==> config.mk <==
export PLATFORM = sky130hd
export DESIGN_NAME = ptw_walker
export DESIGN_NICKNAME = d
export VERILOG_FILES = /design/src/rtl/ptw_pkg.sv /design/src/rtl/ptw_entry_addr.sv /design/src/rtl/ptw_entry_decode.sv /design/src/rtl/ptw_walker.sv
export SDC_FILE = /design/constraint.sdc
export NUM_CORES = 1
export LEC_CHECK = 0
export ABC_AREA = 1
export ABC_CLOCK_PERIOD_IN_PS = 2900
export CAP_MARGIN = 40
export CORE_MARGIN = 3
export CORE_UTILIZATION = 54
export CTS_BUF_LIST = sky130_fd_sc_hd__clkbuf_4 sky130_fd_sc_hd__clkbuf_8
export CTS_CLUSTER_DIAMETER = 80
export DETAILED_ROUTE_END_ITERATION = 6
export PLACE_DENSITY_LB_ADDON = 0.25
export SYNTH_ARGS = -nofsm -noshare
export SYNTH_HDL_FRONTEND = slang
export SYNTH_HIERARCHICAL = 1
export SYNTH_SLANG_ARGS = --single-unit
==> constraint.sdc <==
create_clock -name clk -period 2.9 [get_ports clk]
set_input_delay 0.725 -clock clk [delete_from_list [all_inputs] [get_ports clk]]
set_output_delay 0.725 -clock clk [all_outputs]
set_load 0.005 [all_outputs]
==> src/rtl/ptw_pkg.sv <==
package ptw_pkg;

    typedef enum logic [2:0] {
        ST_IDLE,
        ST_DIR_REQ,
        ST_DIR_WAIT,
        ST_SEC_REQ,
        ST_SEC_WAIT
    } walk_state_t;

endpackage

==> src/rtl/ptw_entry_addr.sv <==
module ptw_entry_addr #(
    parameter int ADDR_W    = 32,
    parameter int IDX_W     = 10,
    parameter int PTE_SHIFT = 2
) (
    input  logic [ADDR_W-1:0] table_base,
    input  logic [IDX_W-1:0]  index,
    output logic [ADDR_W-1:0] entry_addr
);
    localparam int PAD_W = ADDR_W - IDX_W - PTE_SHIFT;

    // Scale the index by the entry size and offset from the table start
    assign entry_addr = table_base + {{PAD_W{1'b0}}, index, {PTE_SHIFT{1'b0}}};
endmodule

==> src/rtl/ptw_entry_decode.sv <==
module ptw_entry_decode #(
    parameter int ADDR_W = 32,
    parameter int OFF_W  = 12
) (
    input  logic [ADDR_W-1:0]       entry,
    output logic [ADDR_W-OFF_W-1:0] frame,
    output logic                    present
);
    assign frame   = entry[ADDR_W-1:OFF_W];
    assign present = entry[0];
endmodule

==> src/rtl/ptw_walker.sv <==
module ptw_walker
    import ptw_pkg::*;
#(
    parameter int ADDR_W    = 32,
    parameter int DIR_BITS  = 10,
    parameter int SEC_BITS  = 10,
    parameter int PTE_BYTES = 4
) (
    input  logic              clk,
    input  logic              rst_n,
    input  logic              base_wr_en,
    input  logic [ADDR_W-1:0] base_wr_data,
    input  logic              req_valid,
    input  logic [ADDR_W-1:0] req_vaddr,
    output logic              req_ready,
    output logic              mem_req_valid,
    output logic [ADDR_W-1:0] mem_req_addr,
    input  logic              mem_req_ready,
    input  logic              mem_rsp_valid,
    input  logic [ADDR_W-1:0] mem_rsp_data,
    output logic              done,
    output logic              fault,
    output logic [ADDR_W-1:0] paddr
);
    localparam int OFF_BITS  = ADDR_W - DIR_BITS - SEC_BITS;
    localparam int FRAME_W   = ADDR_W - OFF_BITS;
    localparam int PTE_SHIFT = $clog2(PTE_BYTES);

    walk_state_t state_q, state_d;

    logic [ADDR_W-1:0]  base_q;
    logic [ADDR_W-1:0]  walk_base_q;
    logic [ADDR_W-1:0]  vaddr_q;
    logic [FRAME_W-1:0] dir_frame_q;
    logic               done_q, fault_q;
    logic [ADDR_W-1:0]  paddr_q;

    logic [ADDR_W-1:0]  dir_entry_addr, sec_entry_addr, sec_table_base;
    logic [FRAME_W-1:0] rsp_frame;
    logic               rsp_present;
    logic               accept;

    assign accept         = (state_q == ST_IDLE) && req_valid;
    assign sec_table_base = {dir_frame_q, {OFF_BITS{1'b0}}};

    ptw_entry_addr #(.ADDR_W(ADDR_W), .IDX_W(DIR_BITS), .PTE_SHIFT(PTE_SHIFT)) dir_addr_i (
        .table_base (walk_base_q),
        .index      (vaddr_q[ADDR_W-1 -: DIR_BITS]),
        .entry_addr (dir_entry_addr)
    );

    ptw_entry_addr #(.ADDR_W(ADDR_W), .IDX_W(SEC_BITS), .PTE_SHIFT(PTE_SHIFT)) sec_addr_i (
        .table_base (sec_table_base),
        .index      (vaddr_q[OFF_BITS +: SEC_BITS]),
        .entry_addr (sec_entry_addr)
    );

    ptw_entry_decode #(.ADDR_W(ADDR_W), .OFF_W(OFF_BITS)) rsp_dec_i (
        .entry   (mem_rsp_data),
        .frame   (rsp_frame),
        .present (rsp_present)
    );

    // State register
    always_ff @(posedge clk) begin
        if (!rst_n) state_q <= ST_IDLE;
        else        state_q <= state_d;
    end

    // Transitions
    always_comb begin
        state_d = state_q;
        unique case (state_q)
            ST_IDLE:     if (req_valid)     state_d = ST_DIR_REQ;
            ST_DIR_REQ:  if (mem_req_ready) state_d = ST_DIR_WAIT;
            ST_DIR_WAIT: if (mem_rsp_valid) state_d = rsp_present ? ST_SEC_REQ : ST_IDLE;
            ST_SEC_REQ:  if (mem_req_ready) state_d = ST_SEC_WAIT;
            ST_SEC_WAIT: if (mem_rsp_valid) state_d = ST_IDLE;
            default:                        state_d = ST_IDLE;
        endcase
    end

    // Walk context and results
    always_ff @(posedge clk) begin
        if (!rst_n) begin
            base_q      <= '0;
            walk_base_q <= '0;
            vaddr_q     <= '0;
            dir_frame_q <= '0;
            done_q      <= 1'b0;
            fault_q     <= 1'b0;
            paddr_q     <= '0;
        end else begin
            done_q  <= 1'b0;
            fault_q <= 1'b0;
            if (base_wr_en) base_q <= base_wr_data;
            if (accept) begin
                vaddr_q     <= req_vaddr;
                walk_base_q <= base_q;
            end
            if (state_q == ST_DIR_WAIT && mem_rsp_valid) begin
                dir_frame_q <= rsp_frame;
                if (!rsp_present) begin
                    done_q  <= 1'b1;
                    fault_q <= 1'b1;
                    paddr_q <= '0;
                end
            end
            if (state_q == ST_SEC_WAIT && mem_rsp_valid) begin
                done_q  <= 1'b1;
                fault_q <= !rsp_present;
                paddr_q <= rsp_present ? {rsp_frame, vaddr_q[OFF_BITS-1:0]} : '0;
            end
        end
    end

    // Outputs
    always_comb begin
        req_ready     = (state_q == ST_IDLE);
        mem_req_valid = (state_q == ST_DIR_REQ) || (state_q == ST_SEC_REQ);
        mem_req_addr  = (state_q == ST_SEC_REQ) ? sec_entry_addr : dir_entry_addr;
        done          = done_q;
        fault         = fault_q;
        paddr         = paddr_q;
    end
endmodule

==> results of run 1 <==
cells by family (layout without fill, tap and decap cells):
family,Yosys count,count (layout),synth area share (%)
fa+ha+maj,22,22,3.31
compound gates,157,157,9.09
flops,153,153,34.9
xor+xnor,24,24,2.39
simple gates,732,732,36.0
mux,32,32,4.10
buf+inv,183,341,10.1
other cells,1,13,0.0427
state kept, by name, indices dropped and copies added, names as in the netlist:
signal	count
base_q	32
done	1
fault	1
vaddr_q	32
state_q	3
dir_frame_q	20
paddr	32
walk_base_q	32
timing repair:
action,CTS,global route
gates resized for setup,255,53
endpoints found under the setup margin,32,31
pin swaps,38,28
hold endpoints to repair,0,0
setup buffers,16,4
hold buffers,0,0
final cells by class:
cell class,count,area (um2),area share (%)
Multi-Input combinational cell,980,5430,46.8
Sequential cell,153,3100,26.7
Timing Repair Buffer,208,2020,17.4
Inverter,102,384,3.31
Clock buffer,20,269,2.32
Tap cell,211,264,2.28
Clock inverter,11,138,1.19
worst max-delay path, cell delays in order (launching register included):
cell and delay (ns):
dfxtp_2 0.37, ha_4 0.14, inv_2 0.04, fa_2 0.34, inv_2 0.08, nand3_2 0.08, nand3_4 0.09, nand3_4 0.08
nand3_4 0.08, buf_6 0.12, nand2_2 0.04, nand2_2 0.06, nand2_2 0.05, mux2_4 0.26, buf_6 0.12
cells in the mapped netlist:
master	count	share of area, %
nand2_1	424	18
dfxtp_1	153	35
a21oi_1	118	6.7
nor2_1	118	5.0
nand3_1	108	6.2
inv_1	100	4.3
o21ai_0	35	2.0
buf_4	31	2.7
mux2_1	29	3.7
clkbuf_1	27	1.2
xor2_1	22	2.2
ha_1	20	2.9
nand4_1	18	1.3
buf_2	14	0.80
nand3b_1	14	1.2
nand3_2	12	1.4
nor2_2	10	0.71
nor3_1	10	0.57
buf_6	9	1.2
nand2_2	6	0.43
mux2_2	3	0.38
nor3_2	3	0.34
a21boi_0	2	0.17
a21oi_2	2	0.20
and2_1	2	0.14
and2_4	2	0.20
fa_1	2	0.46
inv_2	2	0.086
nor2_4	2	0.26
or2_1	2	0.14
xnor2_1	2	0.20
and3_1	1	0.071
conb_1	1	0.043
layer usage:
layer	GRT usage, %	vias to the layer above	wire length, um
li1	-	4477	-
met1	35.3	4137	10800
met2	45.4	364	12300
met3	4.80	61	1590
met4	10.1	0	632
met5	0	-	0
path summary, 6_finish.rpt:
check                           to  slack, ns         from  depth (start not counted)
setup / recovery  mem_req_addr[22]      -0.26  vaddr_q[22]                         14
hold / removal           paddr[13]       0.46    paddr[13]                          2
setup reg to reg       vaddr_q[27]       0.90   state_q[2]                          6
hold reg to reg          paddr[13]       0.46    paddr[13]                          2
power by group through the flow:
stage                     logic, mW  clock network, mW  registers [mW]
final                          2.37               1.68            2.62
after global routing           2.60               1.79            2.65
after CTS                      2.27               1.70            2.60
after detailed placement       2.11                  0            2.62
after global placement         2.07                  0            2.61
after floorplan                1.46                  0            2.54
placed cells by master, fill, tap and decap left out, types with 11 or more instances in the layout:
cell / instances
a21oi_1: 117
buf_4: 36
buf_6: 34
clkbuf_8: 19
clkdlybuf4s50_1: 127
conb_1: 13
dfxtp_1: 131
dfxtp_2: 19
inv_1: 96
mux2_4: 27
nand2_1: 385
nand2_2: 42
nand3_1: 101
nand3_2: 11
nand3b_1: 14
nand4_1: 18
nor2_1: 113
o21ai_0: 34
xor2_1: 16
stage by stage:
step | hold WS (ns) | setup TNS (ns) | std cells | utilization (%)
6_report | 0.463 | -3.98 | 1685 | 74.6
5_1_grt | 0.483 | -6.30 | 1685 | 74.6
4_1_cts | 0.462 | -3.35 | 1682 | 73.3
3_5_place_dp | 0.448 | -2.40 | 1637 | 67.2
3_3_place_gp | 0.447 | -1.93 | 1637 | 67.2
2_1_floorplan | 0.440 | 0 | 1316 | -
==> results.json, run 1 <==
{
  "drc_errors": 0,
  "outcome": "finished with violations",
  "dr_total_vias": 9039,
  "initial_core_util_pct": 56.5,
  "seqPwrFrac_pct": 39.3,
  "port_buffers": 158,
  "power_switching_share_pct": 36.4,
  "synth_cell_type_count": 33,
  "setup_viol": 26,
  "fin_crit_ns": 3.16,
  "cp_max_fo": 4,
  "p_comb_share_pct": 35.5,
  "ys_warn_count": 6,
  "hold_viol": 0,
  "avgSynthCellArea_um2": 6.73,
  "area_delta_synth_final_pct": 32.1,
  "clk_pin_slew_ns": 0.09,
  "total_power_mw": 6.67,
  "ir_drop_mv": 0.683,
  "rows": 45,
  "p_clk_share_pct": 25.2,
  "worst_ep_required_time_ns": 2.17,
  "pre_cts_slack_ns": -0.240,
  "grt_overflow": 0,
  "rsz0062_at_grt": "true",
  "totalWireLength_um": 25300,
  "hold_class": "reg -> reg",
  "post-dp-hpwl_um": 17000,
  "track_usage_pct": 27.2,
  "grt_max_degree": 90,
  "timing.final.crit_share_pct": 109,
  "die_x_um": 134,
  "cts_root_buf": "clkbuf_8",
  "placed_area_um2": 10400,
  "num_antenna_cells": 0,
  "syn-cell-area_um2": 8780,
  "grt_pass1_vias": 8229,
  "crit_type": "reg -> out",
  "drive_above_1_share_pct": 18.8,
  "end_kind": "output port",
  "nets": 1586,
  "p_switching_mw": 2.43,
  "cts_tree": "done",
  "ioPinCount": 170,
  "max_slew_margin_pct": 42.1,
  "drv_slew": 0,
  "p_int_mw": 4.24,
  "clock-sinks": 153,
  "htreeDepth": 4,
  "setup_ws_ns": -0.256,
  "arrival_ns": 2.43,
  "fin_skew_ns": 0.0136,
  "tightest_slew_ns": 0.867,
  "failed_checks": "negative setup slack",
  "design_area_um2": 11600,
  "synth_cells": 1304,
  "grt_pass1_wl_um": 39800,
  "drv_cap": 0,
  "first_pass_iters": 5,
  "n_fill_cell": 1235,
  "antenna_found_initial": 0,
  "die_height_um": 134,
  "ys_seq_area_share_pct": 34.9,
  "core_um2": 15500,
  "fmax_mhz": 317,
  "powerDensity_nw_per_um2": 575,
  "synth-seq-cells": 153,
  "gp_congestion": 0.935,
  "wire_per_inst_um": 15.0,
  "cts_made_buffers": 17,
  "power_leakage_nw": 5.02,
  "routed_via_density": 5.36,
  "clk_latency_ns": 0.47,
  "cp-start-kind": "flip-flop",
  "clockBufferDepth": 2,
  "ant_nets": 0,
  "drtIter0Drc": 793,
  "die-area_um2": 17800
}
Note: power is estimated with default switching activity, not from simulation.
==> run 2: changes to the inputs <==
Settings changed: CELL_PAD_IN_SITES_DETAIL_PLACEMENT set to 1, CELL_PAD_IN_SITES_GLOBAL_PLACEMENT set to 2, CORE_UTILIZATION 54 to 29, TNS_END_PERCENT set to 20.
==> run 2 against run 1 <==
Compared with the run above:
- the flow still finishes with violations (negative setup slack)
- die area grew 82%
- global-route usage shrank 9.8 points
- count of clock-buffer cells in the layout is the same
- maximum frequency grew 1.1%
- critical endpoint is now mem_req_addr[19]
==> results.json, run 2 (synthesis results as in run 1) <==
{
  "drv_slew": 0,
  "end_kind": "output port",
  "hold_viol": 0,
  "drv_cap": 0,
  "power_leakage_nw": 5.05,
  "die-area_um2": 32400,
  "slowest_stage": "dfxtp_2",
  "fmax_mhz": 320,
  "routed_via_density": 4.64,
  "antenna_found_initial": 1,
  "cts_root_buf": "clkbuf_8",
  "gp_congestion": 0.825,
  "core_um2": 29700,
  "grt_pass1_vias": 8780,
  "grt_max_degree": 65,
  "final_common_cell": "nand2_1",
  "setup_viol": 27,
  "crit_type": "reg -> out",
  "rsz0062_at_grt": "true",
  "powerDensity_nw_per_um2": 577,
  "port_buffers": 158,
  "cts_made_buffers": 17,
  "cp_max_fo": 5,
  "post-dp-hpwl_um": 21500,
  "ant_nets": 0,
  "design_area_um2": 11800,
  "max_slew_margin_pct": 54.1,
  "clock-sinks": 153,
  "seqPwrFrac_pct": 37.9,
  "ctsHoldBuffers": 0,
  "clk_latency_ns": 0.45,
  "crit_path_frequent_cell": "nand2_1",
  "initial_core_util_pct": 29.5,
  "wire_per_inst_um": 15.3,
  "drive_above_1_share_pct": 17.6,
  "clockBufferDepth": 2,
  "power_switching_share_pct": 36.7,
  "cts_tree": "done",
  "nets": 1598,
  "failed_checks": "negative setup slack",
  "ir_drop_mv": 0.275,
  "area_delta_synth_final_pct": 34.6,
  "arrival_ns": 2.40,
  "outcome": "finished with violations",
  "ioPinCount": 170,
  "dr_total_vias": 8714,
  "finish.utilization_pct": 39.8,
  "p_comb_share_pct": 35.4,
  "track_usage_pct": 17.4,
  "placed_area_um2": 10800,
  "clk_pin_slew_ns": 0.10,
  "final_cell_mix": "nand2_1 (393), dfxtp_1 (137), clkdlybuf4s50_1 (128)",
  "cp-start-kind": "flip-flop",
  "die_x_um": 180,
  "die_height_um": 180,
  "timing.final.crit_share_pct": 108,
  "fin_crit_ns": 3.12,
  "p_switching_mw": 2.50,
  "grt_overflow": 0,
  "worst_ep_required_time_ns": 2.17,
  "pre_cts_slack_ns": -0.351,
  "first_pass_iters": 4,
  "p_int_mw": 4.31,
  "totalWireLength_um": 28700,
  "crit_chain": "ha_4 > buf_4 > nand2_1 > nand2_1 > nand2_1 > nand2_1 > nand2_1 > nand3_2 > buf_6 > nand2_2 > nand2_1 > nand2_1 > nand2_2 > mux2_4 > clkdlybuf4s15_1",
  "drc_errors": 0,
  "p_clk_share_pct": 26.6,
  "htreeDepth": 4,
  "grt_pass1_wl_um": 46300,
  "setup_ws_ns": -0.221,
  "tightest_slew_ns": 0.689,
  "fin_skew_ns": 0.00988,
  "max_stage_delay_ns": 0.37,
  "drtIter0Drc": 334,
  "hold_class": "reg -> reg",
  "whs_ns": 0.463,
  "rows": 63
}
## run 2: cell count changes in the layout (fill, tap and decap cells not counted), moves of 4 or more
cell             delta
buf_6              -21
buf_4              +17
nand2_1             +8
clkbuf_2            +7
nand2_2             -7
dfxtp_1             +6
clkdlybuf4s15_1     +4
dfxtp_2             -4
xor2_1              +4
xor2_2              -4
## run 2: worst paths after layout
path | end | slack (ns) | cells past startpoint | from
worst min register to register | paddr[25] | 0.46 | 2 | paddr[25]
worst max register to register | walk_base_q[3] | 0.90 | 6 | state_q[2]
worst max-delay path | mem_req_addr[19] | -0.22 | 15 | walk_base_q[4]
worst min-delay path | paddr[25] | 0.46 | 2 | paddr[25]
## run 2: power by group through the flow
stage / sequential, mW / combinational, mW / clock [mW]
3_5_place_dp: 2.60 / 2.31 / 0
6_report: 2.59 / 2.41 / 1.82
2_1_floorplan: 2.54 / 1.46 / 0
4_1_cts: 2.58 / 2.40 / 1.88
5_1_grt: 2.62 / 2.70 / 1.96
3_3_place_gp: 2.60 / 2.28 / 0
## run 2: metal layers
layer	share of wire (%)	vias to the layer above	GRT usage [%]
met5	0	-	0
met1	48	4078	23.7
li1	-	4489	-
met4	1.4	0	4.92
met3	3.2	22	2.55
met2	47	125	28.9
## run 2: metrics by stage
| step | std cells | power, mW | setup TNS (ns) |
|---|---|---|---|
| after floorplan | 1316 | 4.01 | 0 |
| after global placement | 1832 | 4.88 | -3.43 |
| after detailed placement | 1833 | 4.91 | -4.23 |
| after CTS | 1876 | 6.86 | -6.68 |
| after global routing | 1878 | 7.29 | -6.97 |
| final | 1878 | 6.81 | -3.31 |
## run 2: repair_timing
| item | in CTS | in global routing |
|---|---|---|
| resized for setup | 184 | 50 |
| pin swaps | 15 | 21 |
| buffers inserted | 11 | 2 |
| endpoints found under the setup margin | 32 | 29 |
## run 2: critical path: cells and delay by family, from the launching register on
kind | cells | cell delay [ns]
fa+ha+maj | 1 | 0.20
mux | 1 | 0.27
buf+inv | 3 | 0.49
simple gates | 10 | 0.62
flops | 1 | 0.37
## run 2: area by class of cell
class                           count  area [um2]
Fill cell                        3754       17900
Multi-Input combinational cell    980        5330
Sequential cell                   153        3090
Timing Repair Buffer              220        2090
Tap cell                          390         488
Inverter                          102         384
Clock buffer                       20         263
Clock inverter                     12         165
Antenna cell                        1        2.50
